==> config.mk <==
export PLATFORM = sky130hd
export DESIGN_NAME = pll_setting_search
export DESIGN_NICKNAME = d
export VERILOG_FILES = /design/src/rtl/pll_search_pkg.sv /design/src/rtl/pll_unit_divider.sv /design/src/rtl/pll_cand_walker.sv /design/src/rtl/pll_best_keeper.sv /design/src/rtl/pll_filter_code.sv /design/src/rtl/pll_setting_search.sv
export SDC_FILE = /design/constraint.sdc
export NUM_CORES = 1
export LEC_CHECK = 0
export BUFFER_PORTS_ARGS = -buffer_cell sky130_fd_sc_hd__buf_2
export CAP_MARGIN = 15
export CORE_UTILIZATION = 25
export CTS_BUF_LIST = sky130_fd_sc_hd__clkbuf_4
export DETAILED_ROUTE_END_ITERATION = 12
export PLACE_DENSITY_LB_ADDON = 0.12
export SYNTH_ARGS = -nofsm -noshare
export SYNTH_HDL_FRONTEND = slang
export SYNTH_SLANG_ARGS = --single-unit
==> constraint.sdc <==
create_clock -name clk -period 7.9 [get_ports clk]
set_input_delay 1.185 -clock clk [delete_from_list [all_inputs] [get_ports clk]]
set_output_delay 1.185 -clock clk [all_outputs]
set_load 0.02 [all_outputs]
==> src/rtl/pll_search_pkg.sv <==
package pll_search_pkg;
  localparam int MUL_W   = 8;
  localparam int PRE_W   = 1;
  localparam int POST_W  = 3;
  localparam int SHIFT_W = 4;
  localparam int FILT_W  = 3;
  localparam int WORD_W  = 32;

  typedef struct packed {
    logic [MUL_W-1:0]  mul;
    logic [PRE_W-1:0]  pre;
    logic [POST_W-1:0] post;
  } pll_setting_t;

  function automatic logic [WORD_W-1:0] pack_setting(input logic [FILT_W-1:0] filt,
                                                     input pll_setting_t s);
    return {5'd0, filt, s.mul, 7'd0, s.pre, 5'd0, s.post};
  endfunction
endpackage

==> src/rtl/pll_unit_divider.sv <==
module pll_unit_divider #(
  parameter int W       = 32,
  parameter int DIVISOR = 1000000
) (
  input  logic         clk,
  input  logic         rst_n,
  input  logic         start,
  input  logic [W-1:0] dividend,
  output logic         busy,
  output logic [W-1:0] quotient
);
  localparam int CNT_W = $clog2(W + 1);
  localparam logic [W:0] DIV_V = (W+1)'(DIVISOR);
  localparam logic [CNT_W-1:0] CNT_INIT = CNT_W'(W);

  logic [W-1:0]     rem_q;
  logic [W-1:0]     quo_q;
  logic [CNT_W-1:0] cnt_q;
  logic [W:0]       trial;
  logic             fits;

  assign trial = {rem_q, quo_q[W-1]};
  assign fits  = trial >= DIV_V;

  always_ff @(posedge clk or negedge rst_n) begin
    if (!rst_n) begin
      rem_q <= '0;
      quo_q <= '0;
      cnt_q <= '0;
      busy  <= 1'b0;
    end else if (start) begin
      rem_q <= '0;
      quo_q <= dividend;
      cnt_q <= CNT_INIT;
      busy  <= 1'b1;
    end else if (busy) begin
      if (fits) begin
        rem_q <= W'(trial - DIV_V);
      end else begin
        rem_q <= trial[W-1:0];
      end
      quo_q <= {quo_q[W-2:0], fits};
      cnt_q <= cnt_q - 1'b1;
      if (cnt_q == CNT_W'(1)) busy <= 1'b0;
    end
  end

  assign quotient = quo_q;
endmodule

==> src/rtl/pll_cand_walker.sv <==
module pll_cand_walker
  import pll_search_pkg::*;
#(
  parameter int FREQ_W = 32
) (
  input  logic                    clk,
  input  logic                    rst_n,
  input  logic                    load,
  input  logic [FREQ_W-1:0]       ref_in,
  input  logic                    step,
  input  logic                    jump,
  output pll_setting_t            cur,
  output logic [FREQ_W+MUL_W-1:0] cand,
  output logic                    last_row,
  output logic                    last_col
);
  localparam int ACC_W = FREQ_W + MUL_W;

  logic [FREQ_W-1:0] ref_q;
  logic [ACC_W-1:0]  acc_q;
  logic [SHIFT_W-1:0] shamt;

  always_ff @(posedge clk or negedge rst_n) begin
    if (!rst_n) begin
      ref_q    <= '0;
      acc_q    <= '0;
      cur.mul  <= '0;
      cur.pre  <= '1;
      cur.post <= '1;
    end else if (load) begin
      ref_q    <= ref_in;
      acc_q    <= ACC_W'(ref_in);
      cur.mul  <= '0;
      cur.pre  <= '1;
      cur.post <= '1;
    end else if (jump) begin
      acc_q   <= ACC_W'(ref_q);
      cur.mul <= '0;
      if (cur.post == '0) begin
        cur.post <= '1;
        cur.pre  <= cur.pre - 1'b1;
      end else begin
        cur.post <= cur.post - 1'b1;
      end
    end else if (step) begin
      acc_q   <= acc_q + ACC_W'(ref_q);
      cur.mul <= cur.mul + 1'b1;
    end
  end

  assign shamt    = SHIFT_W'(cur.pre) + SHIFT_W'(cur.post);
  assign cand     = acc_q >> shamt;
  assign last_row = (cur.pre == '0) && (cur.post == '0);
  assign last_col = (cur.mul == '1);
endmodule

==> src/rtl/pll_best_keeper.sv <==
module pll_best_keeper
  import pll_search_pkg::*;
#(
  parameter int FREQ_W = 32
) (
  input  logic              clk,
  input  logic              rst_n,
  input  logic              clear,
  input  logic              offer,
  input  logic [FREQ_W-1:0] err,
  input  pll_setting_t      setting,
  output logic              found,
  output logic [FREQ_W-1:0] best_err,
  output pll_setting_t      best
);
  always_ff @(posedge clk or negedge rst_n) begin
    if (!rst_n) begin
      found    <= 1'b0;
      best_err <= '0;
      best     <= '0;
    end else if (clear) begin
      found    <= 1'b0;
      best_err <= '0;
      best     <= '0;
    end else if (offer && (!found || err < best_err)) begin
      found    <= 1'b1;
      best_err <= err;
      best     <= setting;
    end
  end
endmodule

==> src/rtl/pll_filter_code.sv <==
module pll_filter_code
  import pll_search_pkg::*;
#(
  parameter int FREQ_W = 32
) (
  input  logic [FREQ_W-1:0] mhz,
  input  logic [PRE_W-1:0]  pre,
  output logic [FILT_W-1:0] code
);
  logic [FREQ_W-1:0] f;
  assign f = mhz >> pre;

  always_comb begin
    if      (f >= FREQ_W'(166)) code = 3'd7;
    else if (f >= FREQ_W'(104)) code = 3'd6;
    else if (f >= FREQ_W'(65))  code = 3'd5;
    else if (f >= FREQ_W'(42))  code = 3'd4;
    else if (f >= FREQ_W'(26))  code = 3'd3;
    else if (f >= FREQ_W'(16))  code = 3'd2;
    else if (f >= FREQ_W'(10))  code = 3'd1;
    else                        code = 3'd0;
  end
endmodule

==> src/rtl/pll_setting_search.sv <==
module pll_setting_search
  import pll_search_pkg::*;
#(
  parameter int FREQ_W   = 32,
  parameter int REF_UNIT = 1000000
) (
  input  logic              clk,
  input  logic              rst_n,
  input  logic              req_valid,
  output logic              req_ready,
  input  logic [FREQ_W-1:0] req_ref,
  input  logic [FREQ_W-1:0] req_target,
  output logic              res_valid,
  input  logic              res_ready,
  output logic [WORD_W-1:0] res_word,
  output logic [FREQ_W-1:0] res_freq,
  output logic              res_impossible
);
  localparam int ACC_W = FREQ_W + MUL_W;

  typedef enum logic [1:0] {ST_IDLE, ST_RUN, ST_OUT} state_t;

  state_t            state_q;
  logic              live_q;
  logic [FREQ_W-1:0] target_q;

  logic              accept;
  logic              searching;
  pll_setting_t      cur;
  logic [ACC_W-1:0]  cand;
  logic              last_row, last_col;
  logic              in_range, exact, row_end, finish_search;
  logic              w_step, w_jump;
  logic [FREQ_W-1:0] err;
  logic              found;
  logic [FREQ_W-1:0] best_err;
  pll_setting_t      best;
  logic              div_busy;
  logic [FREQ_W-1:0] ref_mhz;
  logic [FILT_W-1:0] filt;

  assign req_ready = (state_q == ST_IDLE);
  assign res_valid = (state_q == ST_OUT);
  assign accept    = req_valid && req_ready;
  assign searching = (state_q == ST_RUN) && live_q;

  assign in_range      = cand <= ACC_W'(target_q);
  assign err           = target_q - cand[FREQ_W-1:0];
  assign exact         = in_range && (err == '0);
  assign row_end       = !in_range || last_col;
  assign finish_search = searching && (exact || (row_end && last_row));
  assign w_step        = searching && !exact && !row_end;
  assign w_jump        = searching && !exact && row_end && !last_row;

  pll_cand_walker #(.FREQ_W(FREQ_W)) u_walker (
    .clk      (clk),
    .rst_n    (rst_n),
    .load     (accept),
    .ref_in   (req_ref),
    .step     (w_step),
    .jump     (w_jump),
    .cur      (cur),
    .cand     (cand),
    .last_row (last_row),
    .last_col (last_col)
  );

  pll_best_keeper #(.FREQ_W(FREQ_W)) u_keeper (
    .clk      (clk),
    .rst_n    (rst_n),
    .clear    (accept),
    .offer    (searching && in_range),
    .err      (err),
    .setting  (cur),
    .found    (found),
    .best_err (best_err),
    .best     (best)
  );

  pll_unit_divider #(.W(FREQ_W), .DIVISOR(REF_UNIT)) u_mhz (
    .clk      (clk),
    .rst_n    (rst_n),
    .start    (accept),
    .dividend (req_ref),
    .busy     (div_busy),
    .quotient (ref_mhz)
  );

  pll_filter_code #(.FREQ_W(FREQ_W)) u_filter (
    .mhz  (ref_mhz),
    .pre  (best.pre),
    .code (filt)
  );

  always_ff @(posedge clk or negedge rst_n) begin
    if (!rst_n) begin
      state_q        <= ST_IDLE;
      live_q         <= 1'b0;
      target_q       <= '0;
      res_word       <= '0;
      res_freq       <= '0;
      res_impossible <= 1'b0;
    end else begin
      unique case (state_q)
        ST_IDLE: begin
          if (accept) begin
            target_q <= req_target;
            live_q   <= 1'b1;
            state_q  <= ST_RUN;
          end
        end
        ST_RUN: begin
          if (finish_search) live_q <= 1'b0;
          if (!live_q && !div_busy) begin
            res_impossible <= !found;
            res_word       <= found ? pack_setting(filt, best) : '0;
            res_freq       <= found ? (target_q - best_err) : '0;
            state_q        <= ST_OUT;
          end
        end
        ST_OUT: begin
          if (res_ready) state_q <= ST_IDLE;
        end
        default: state_q <= ST_IDLE;
      endcase
    end
  end
endmodule

* After elaboration in Yosys (flattened, before gate mapping)
Index checks and enable logic that the tools add are counted.
** Word-level totals
- Output and inout bits :: 67
- Logic and storage cells :: 128
- Flip-flop bits (word level) :: 300
- Input port bits :: 68
** Operators by class
- Shift operators :: 2
- Bitwise logic cells :: 1
- Equality and inequality tests :: 8
- Magnitude comparators :: 10
- Add/subtract/negate cells :: 9
- Multiplexer cells :: 41
- Reductions and logical operators :: 37
** Operators with widths (number)
- $mux 32 :: 8
- $mux 40 :: 3
- $ge 32x5->1 const B :: 2
- $ge 32x7->1 const B :: 2
- $sub 32x32->32 :: 2
- $add 40x32->40 :: 1
- $le 40x32->1 :: 1
- $shr 40x4->40 :: 1
- $mux 12 :: 3
- $ge 33x20->1 const B :: 1
- $ge 32x4->1 const B :: 1
- $ge 32x6->1 const B :: 1
- $ge 32x8->1 const B :: 1
- $logic_not 32->1 :: 1
- $lt 32x32->1 :: 1
- $shr 32x1->32 :: 1
- $sub 32x20->32 const B :: 1
- $mux 27 :: 1
- $mux 3 :: 7
- $mux 8 :: 2
- $logic_and 1x1->1 :: 13
- $mux 6 :: 2
- $reduce_bool 2->1 :: 5
- $mux 1 :: 9
- other kinds (23) :: 38

* Depth between registers and ports, before layout
- Depth after elaboration :: 11
- Gate-level depth with buffers :: 35
- Depth with buffers taken out :: 31

* Modules after synthesis
From an unflattened synthesis, not the netlist that was laid out.
** Second synthesis, totals
- Cells, all modules :: 2613
- Area total of the unflattened synthesis :: 22248.8 um^2
** By module, submodules not included
- pll_setting_search :: instances 1, cells each 1009, seq. area each 2077.0 um^2, area each 7830.0 um^2
- pll_cand_walker :: instances 1, cells each 848, seq. area each 2107.0 um^2, area each 7204.4 um^2
- pll_unit_divider :: instances 1, cells each 387, seq. area each 1776.7 um^2, area each 3766.1 um^2
- pll_best_keeper :: instances 1, cells each 309, seq. area each 1126.1 um^2, area each 3062.9 um^2
- pll_filter_code :: instances 1, cells each 60, seq. area each 0.0 um^2, area each 385.4 um^2

* Worst setup path after synthesis
Ideal clock, no wire load.
- Kind :: flip-flop to flip-flop
- Start point :: reg, netlist name u_walker.cur[0]
- End point :: reg u_keeper.best_err[27]
- Stages on the path, launching flop included :: 34
- Arrival time :: 7.182 ns
- Path buffers :: 5
- Data required time :: 7.775 ns
- Setup slack :: 0.593 ns
- Clock period less this slack :: 7.307 ns
- Library setup time :: 0.125 ns
- Cells stage by stage :: dfstp_2 ha_1 ha_1 buf_2 buf_1 buf_1 clkbuf_1 mux2i_1 mux2i_1 mux2i_1 a21oi_1 ha_1 fa_1 nand2b_1 a211oi_1 o21ai_1 a311o_1 a21oi_1 a311o_1 xnor2_1 inv_1 ha_1 a21o_1 a21o_1 a21o_1 a21oi_1 nor2b_1 o21ai_0 nand2b_1 a221oi_1 o211ai_1 a31oi_1 buf_2 mux2_2
** Between the ends
- Cells in the longest elaborated chain, start to end :: 7
- Elaborated cells on any way between the ends :: 11
- Those cells by class :: 2 x add/sub; 2 x order compare; 1 x shift; 2 x mux; 4 x reduce/logical
** Ends and longest elaborated chain
- $add 1x3->4 * :: RTL line pll_cand_walker.sv:51 : assign shamt = SHIFT_W'(cur.pre) + SHIFT_W'(cur.post);
- $shr 40x4->40 * :: RTL line pll_cand_walker.sv:52 : assign cand = acc_q >> shamt;
- $sub 32x32->32 :: RTL line pll_setting_search.sv:48 : assign err = target_q - cand[FREQ_W-1:0];
- $lt 32x32->1 :: RTL line pll_best_keeper.sv:25 : end else if (offer && (!found || err < best_err)) begin
- $logic_or 1x1->1 :: RTL line pll_best_keeper.sv:25
- $logic_and 1x1->1 :: RTL line pll_best_keeper.sv:25
- $reduce_bool 2->1 (no line)
- end signal: assignment :: RTL line pll_best_keeper.sv:27 : best_err <= err;
- end: declaration :: RTL line pll_best_keeper.sv:13 : output logic [FREQ_W-1:0] best_err,
Every way passes the cells marked *; elsewhere a longest branch is shown, timed or not. The select of a mux whose other input is x is not followed.
A chain may end at the register's enable or synchronous reset.

* Final worst setup path
- Start point :: reg, netlist name u_walker.cur[0]
- End point :: reg u_keeper.best_err[7]
** Between the ends
- Cells in the longest elaborated chain, start to end :: 7
- Elaborated cells on any way between the ends :: 11
- Those cells by class :: 2 x add/sub; 2 x order compare; 1 x shift; 2 x mux; 4 x reduce/logical
** Ends and longest elaborated chain (RTL line)
- $add 1x3->4 * :: pll_cand_walker.sv:51
- $shr 40x4->40 * :: pll_cand_walker.sv:52
- $sub 32x32->32 :: pll_setting_search.sv:48
- $lt 32x32->1 :: pll_best_keeper.sv:25
- $logic_or 1x1->1 :: pll_best_keeper.sv:25
- $logic_and 1x1->1 :: pll_best_keeper.sv:25
- $reduce_bool 2->1 (no line)
Marks and branches as above.

==> impl_summary.md <==
Outcome
The run finished with clean final reports.

Setup path
The critical path arrival is 8.05 ns. The number of cells traversed by the worst register-to-register path is 29. The category of the worst setup path capture point is a flip-flop. In this design, the stage delay of the slowest critical-path cell is 0.52 ns. The kind of start point of the critical path is a flip-flop. The maximum fanout along the worst path is 18.

For the worst setup path, the data required time is 8.64 ns. The register-to-register setup slack is 0.59 ns. Among all stages on the critical path, the largest delay is contributed by sky130_fd_sc_hd__mux4_2. The endpoint of the worst-slack reg-to-reg timing path is u_keeper.best_err[7]$_DFFE_PN0P_.

By startpoint and endpoint, the worst setup path is classified as flip-flop to flip-flop. The startpoint identified for the worst register-to-register timing path is u_walker.cur[0]$_DFFE_PN1P_.

Global routing
The initial antenna violation count is 3. Entering global routing, the biggest net connects 83 pins. The number of global-route vias before repair is 19500. The global-route total usage across every layer is 17.6%. The global-route wire length before repair is 118 mm.

For this run the aggregate overflow at the end of global routing stands at 0.

Timing
The count of final max-slew check failures was 0. The final hold violation count is 0. For the pin with the worst max-slew slack, the measured transition is 1.01 ns. On the final layout, the worst clock skew is 0.0613 ns.

The worst slew slack as a fraction of its limit is 32.4%. Setup repair after global routing left no endpoint under its margin. The total negative slack for setup checks is 0 ns. The share of the clock period used by the worst path after layout is 92.6%. The final count of negative-setup-slack endpoints is 0. The final critical-path required period is 7.31 ns. Timing would allow up to 137 MHz. Hold timing on the final database bottoms out at a slack of 0.279 ns.

Yosys
After synthesis, the cell types taking the most area are sky130_fd_sc_hd__dfrtp_1, sky130_fd_sc_hd__ha_1, sky130_fd_sc_hd__nand2_1. The largest total area in the synthesized netlist belongs to sky130_fd_sc_hd__dfrtp_1. Counting flops and latches in the post-synthesis netlist gives 283. The count of mapped cells out of synthesis is 2526.

The number of unique standard cell types used by synthesis is 92. The number of warnings reported in the yosys synthesis log is 0. The synthesized design contains 0 enable-type register cells. The commonest register cell after synthesis is sky130_fd_sc_hd__dfrtp_1. Counting flops with an async set or reset pin after synthesis yields a share of 100%. After synthesis, flip-flops and latches occupy 32.8% of the total area. The post-synthesis instance area is 0.0216 mm^2. The share of the synthesized area in the top cell type is 32.3%. The synthesized area per cell is 8.56 um^2.

Route
The vias after detailed routing is 19100. The post-detailed-route wirelength per cell is 19.8 um. Once detail routing completed, the nets flagged for antenna violations numbered 0.

The first detailed-routing pass took 5 iterations. The count of unresolved DRC violations after routing is 0. The final layout contains routed wiring with a total length of 76.5 mm. The via density per instance is 4.92. The violation count after the first detailed-routing iteration is 1047.

Clocking
Clock tree synthesis inserted a total of 89 buffers. TritonCTS built the clock tree. The root buffer selected by CTS is sky130_fd_sc_hd__clkbuf_4. The later pin in the worst-skew pair is clocked with a latency of 0.91 ns. The H-tree depth reported by CTS is 3.

The maximum buffer depth of the clock tree is 3. Hold repair after CTS inserted 0 buffers. After clock tree synthesis, the clock-pin slew on the worst setup and hold paths is 0.06 ns. The clock sink count is 283.

Min path
The class of the tightest hold or removal check is primary input to asynchronous set/reset pin.

Floorplan
During I/O placement, the number of pins put on the boundary was 135. The floorplan step defined a die boundary enclosing 0.0877 mm^2. In this run the horizontal extent of the chip is 296 um. The floorplan step defined a core boundary enclosing 0.0854 mm^2. The total number of placement rows is 107. The floorplan step set the die height to 296 um. The initial core utilization is 25.3%.

Placement
The last weighted congestion value of the routability-driven placer is 0.896. The detailed placer's ending HPWL is 58.3 mm. The number of I/O port buffers is 117. In this run, placement finished with an instance count of 3700.

Cells and area
The post-route non-filler standard cell count is 3869. Relative to the synthesized area, the layout overhead comes to 14.0%. The post-layout net count is 2887. In the layout the commonest cells are sky130_fd_sc_hd__nand2_1, sky130_fd_sc_hd__dfrtp_1, sky130_fd_sc_hd__inv_1.

Leaving out fill and tap cells, the most frequent cell in the layout is sky130_fd_sc_hd__nand2_1. The post-route netlist has 14.4% of its cells at a drive strength greater than 1. For this run, the share of the core covered by cells in the final layout is 28.9%.

Job
The number of maximum-capacitance violations is 0.
critical path, delay by kind of cell (launching register included):
family,cells,cell delay (ns)
AOI/OAI and AO/OA,14,3.10
xor gates and xnor gates,1,0.18
adders and majority gates,5,1.54
buffers and inverters,3,0.61
DFF,1,0.38
muxes,3,1.02
and+or+nand+nor,3,0.33
kinds of logic after synthesis:
| kind of cell | count (synthesis) | synth area share [%] |
|---|---|---|
| flops | 283 | 32.8 |
| simple gates | 829 | 18.1 |
| other cells | 1 | 0.0173 |
| xor+xnor | 108 | 4.41 |
| compound gates | 660 | 20.5 |
| mux | 148 | 8.07 |
| fa+ha+maj | 169 | 9.88 |
| buf+inv | 328 | 6.23 |
state kept, by name, summed over array words and instances (netlist names):
name	cells
res_impossible	1
u_keeper.best_err	32
res_freq	32
target_q	32
u_mhz.quotient	32
u_mhz.cnt_q	6
u_walker.cur	12
state_q	2
u_mhz.rem_q	32
u_keeper.found	1
u_walker.acc_q	40
u_mhz.busy	1
u_walker.ref_q	32
u_keeper.best	12
live_q	1
res_word	15
layout make-up:
| class | count | area, um^2 |
|---|---|---|
| Fill cell | 9329 | 60800 |
| Multi-Input combinational cell | 1931 | 13300 |
| Sequential cell | 283 | 7090 |
| Tap cell | 1144 | 1430 |
| Timing Repair Buffer | 166 | 1010 |
| Clock buffer | 125 | 938 |
| Inverter | 179 | 672 |
| Clock inverter | 36 | 173 |
| Antenna cell | 5 | 12.5 |
metrics by stage:
step	instance area (um^2)	setup slack (ns)
after CTS	24600	0.410
after detailed placement	23500	0.510
after global placement	23500	0.550
final	24600	0.588
after global routing	24600	0.0479
after floorplan	21700	0.593
Yosys cell counts, drive strengths merged (23+ instances only):
| cell | count |
|---|---|
| nand3 | 54 |
| nand2 | 354 |
| a21oi | 156 |
| o21a | 40 |
| a211oi | 44 |
| a21o | 58 |
| and2 | 39 |
| ha | 166 |
| nand4 | 35 |
| dfrtp | 279 |
| nor2 | 144 |
| nor4 | 23 |
| buf | 55 |
| mux2i | 108 |
| and3 | 24 |
| nor3 | 71 |
| xnor2 | 56 |
| o21ai | 180 |
| clkbuf | 94 |
| inv | 178 |
| xor2 | 52 |
what timing repair did:
item                                    CTS  global route
hold endpoints to repair                  0             0
gates resized for setup                   0             1
setup buffers                             0             2
endpoints found under the setup margin    0            15
how the worst max path moves through the flow:
stage | from | to | slack, ns | cells past startpoint
3_5_place_dp | u_walker.cur[0]$_DFFE_PN1P_ | u_keeper.best_err[7]$_DFFE_PN0P_ | 0.51 | 29
5_1_grt | u_walker.cur[0]$_DFFE_PN1P_ | u_keeper.best_err[15]$_DFFE_PN0P_ | 0.05 | 30
2_1_floorplan | u_walker.cur[0]$_DFFE_PN1P_ | u_keeper.best_err[27]$_DFFE_PN0P_ | 0.59 | 33
6_report | u_walker.cur[0]$_DFFE_PN1P_ | u_keeper.best_err[7]$_DFFE_PN0P_ | 0.59 | 29
3_3_place_gp | u_walker.cur[0]$_DFFE_PN1P_ | u_keeper.best_err[5]$_DFFE_PN0P_ | 0.55 | 29
4_1_cts | u_walker.cur[0]$_DFFE_PN1P_ | u_keeper.best_err[7]$_DFFE_PN0P_ | 0.41 | 29
per-layer routing:
metal	GRT usage, %	share of wire [%]	vias to the layer above
li1	-	-	9299
met3	2.82	3.7	98
met1	22.9	46	9258
met5	0	0	-
met2	30.0	48	397
met4	4.61	2.0	0
Power is not shown: default switching activity piles up to over one toggle a cycle in this logic, so the estimate is an artifact.
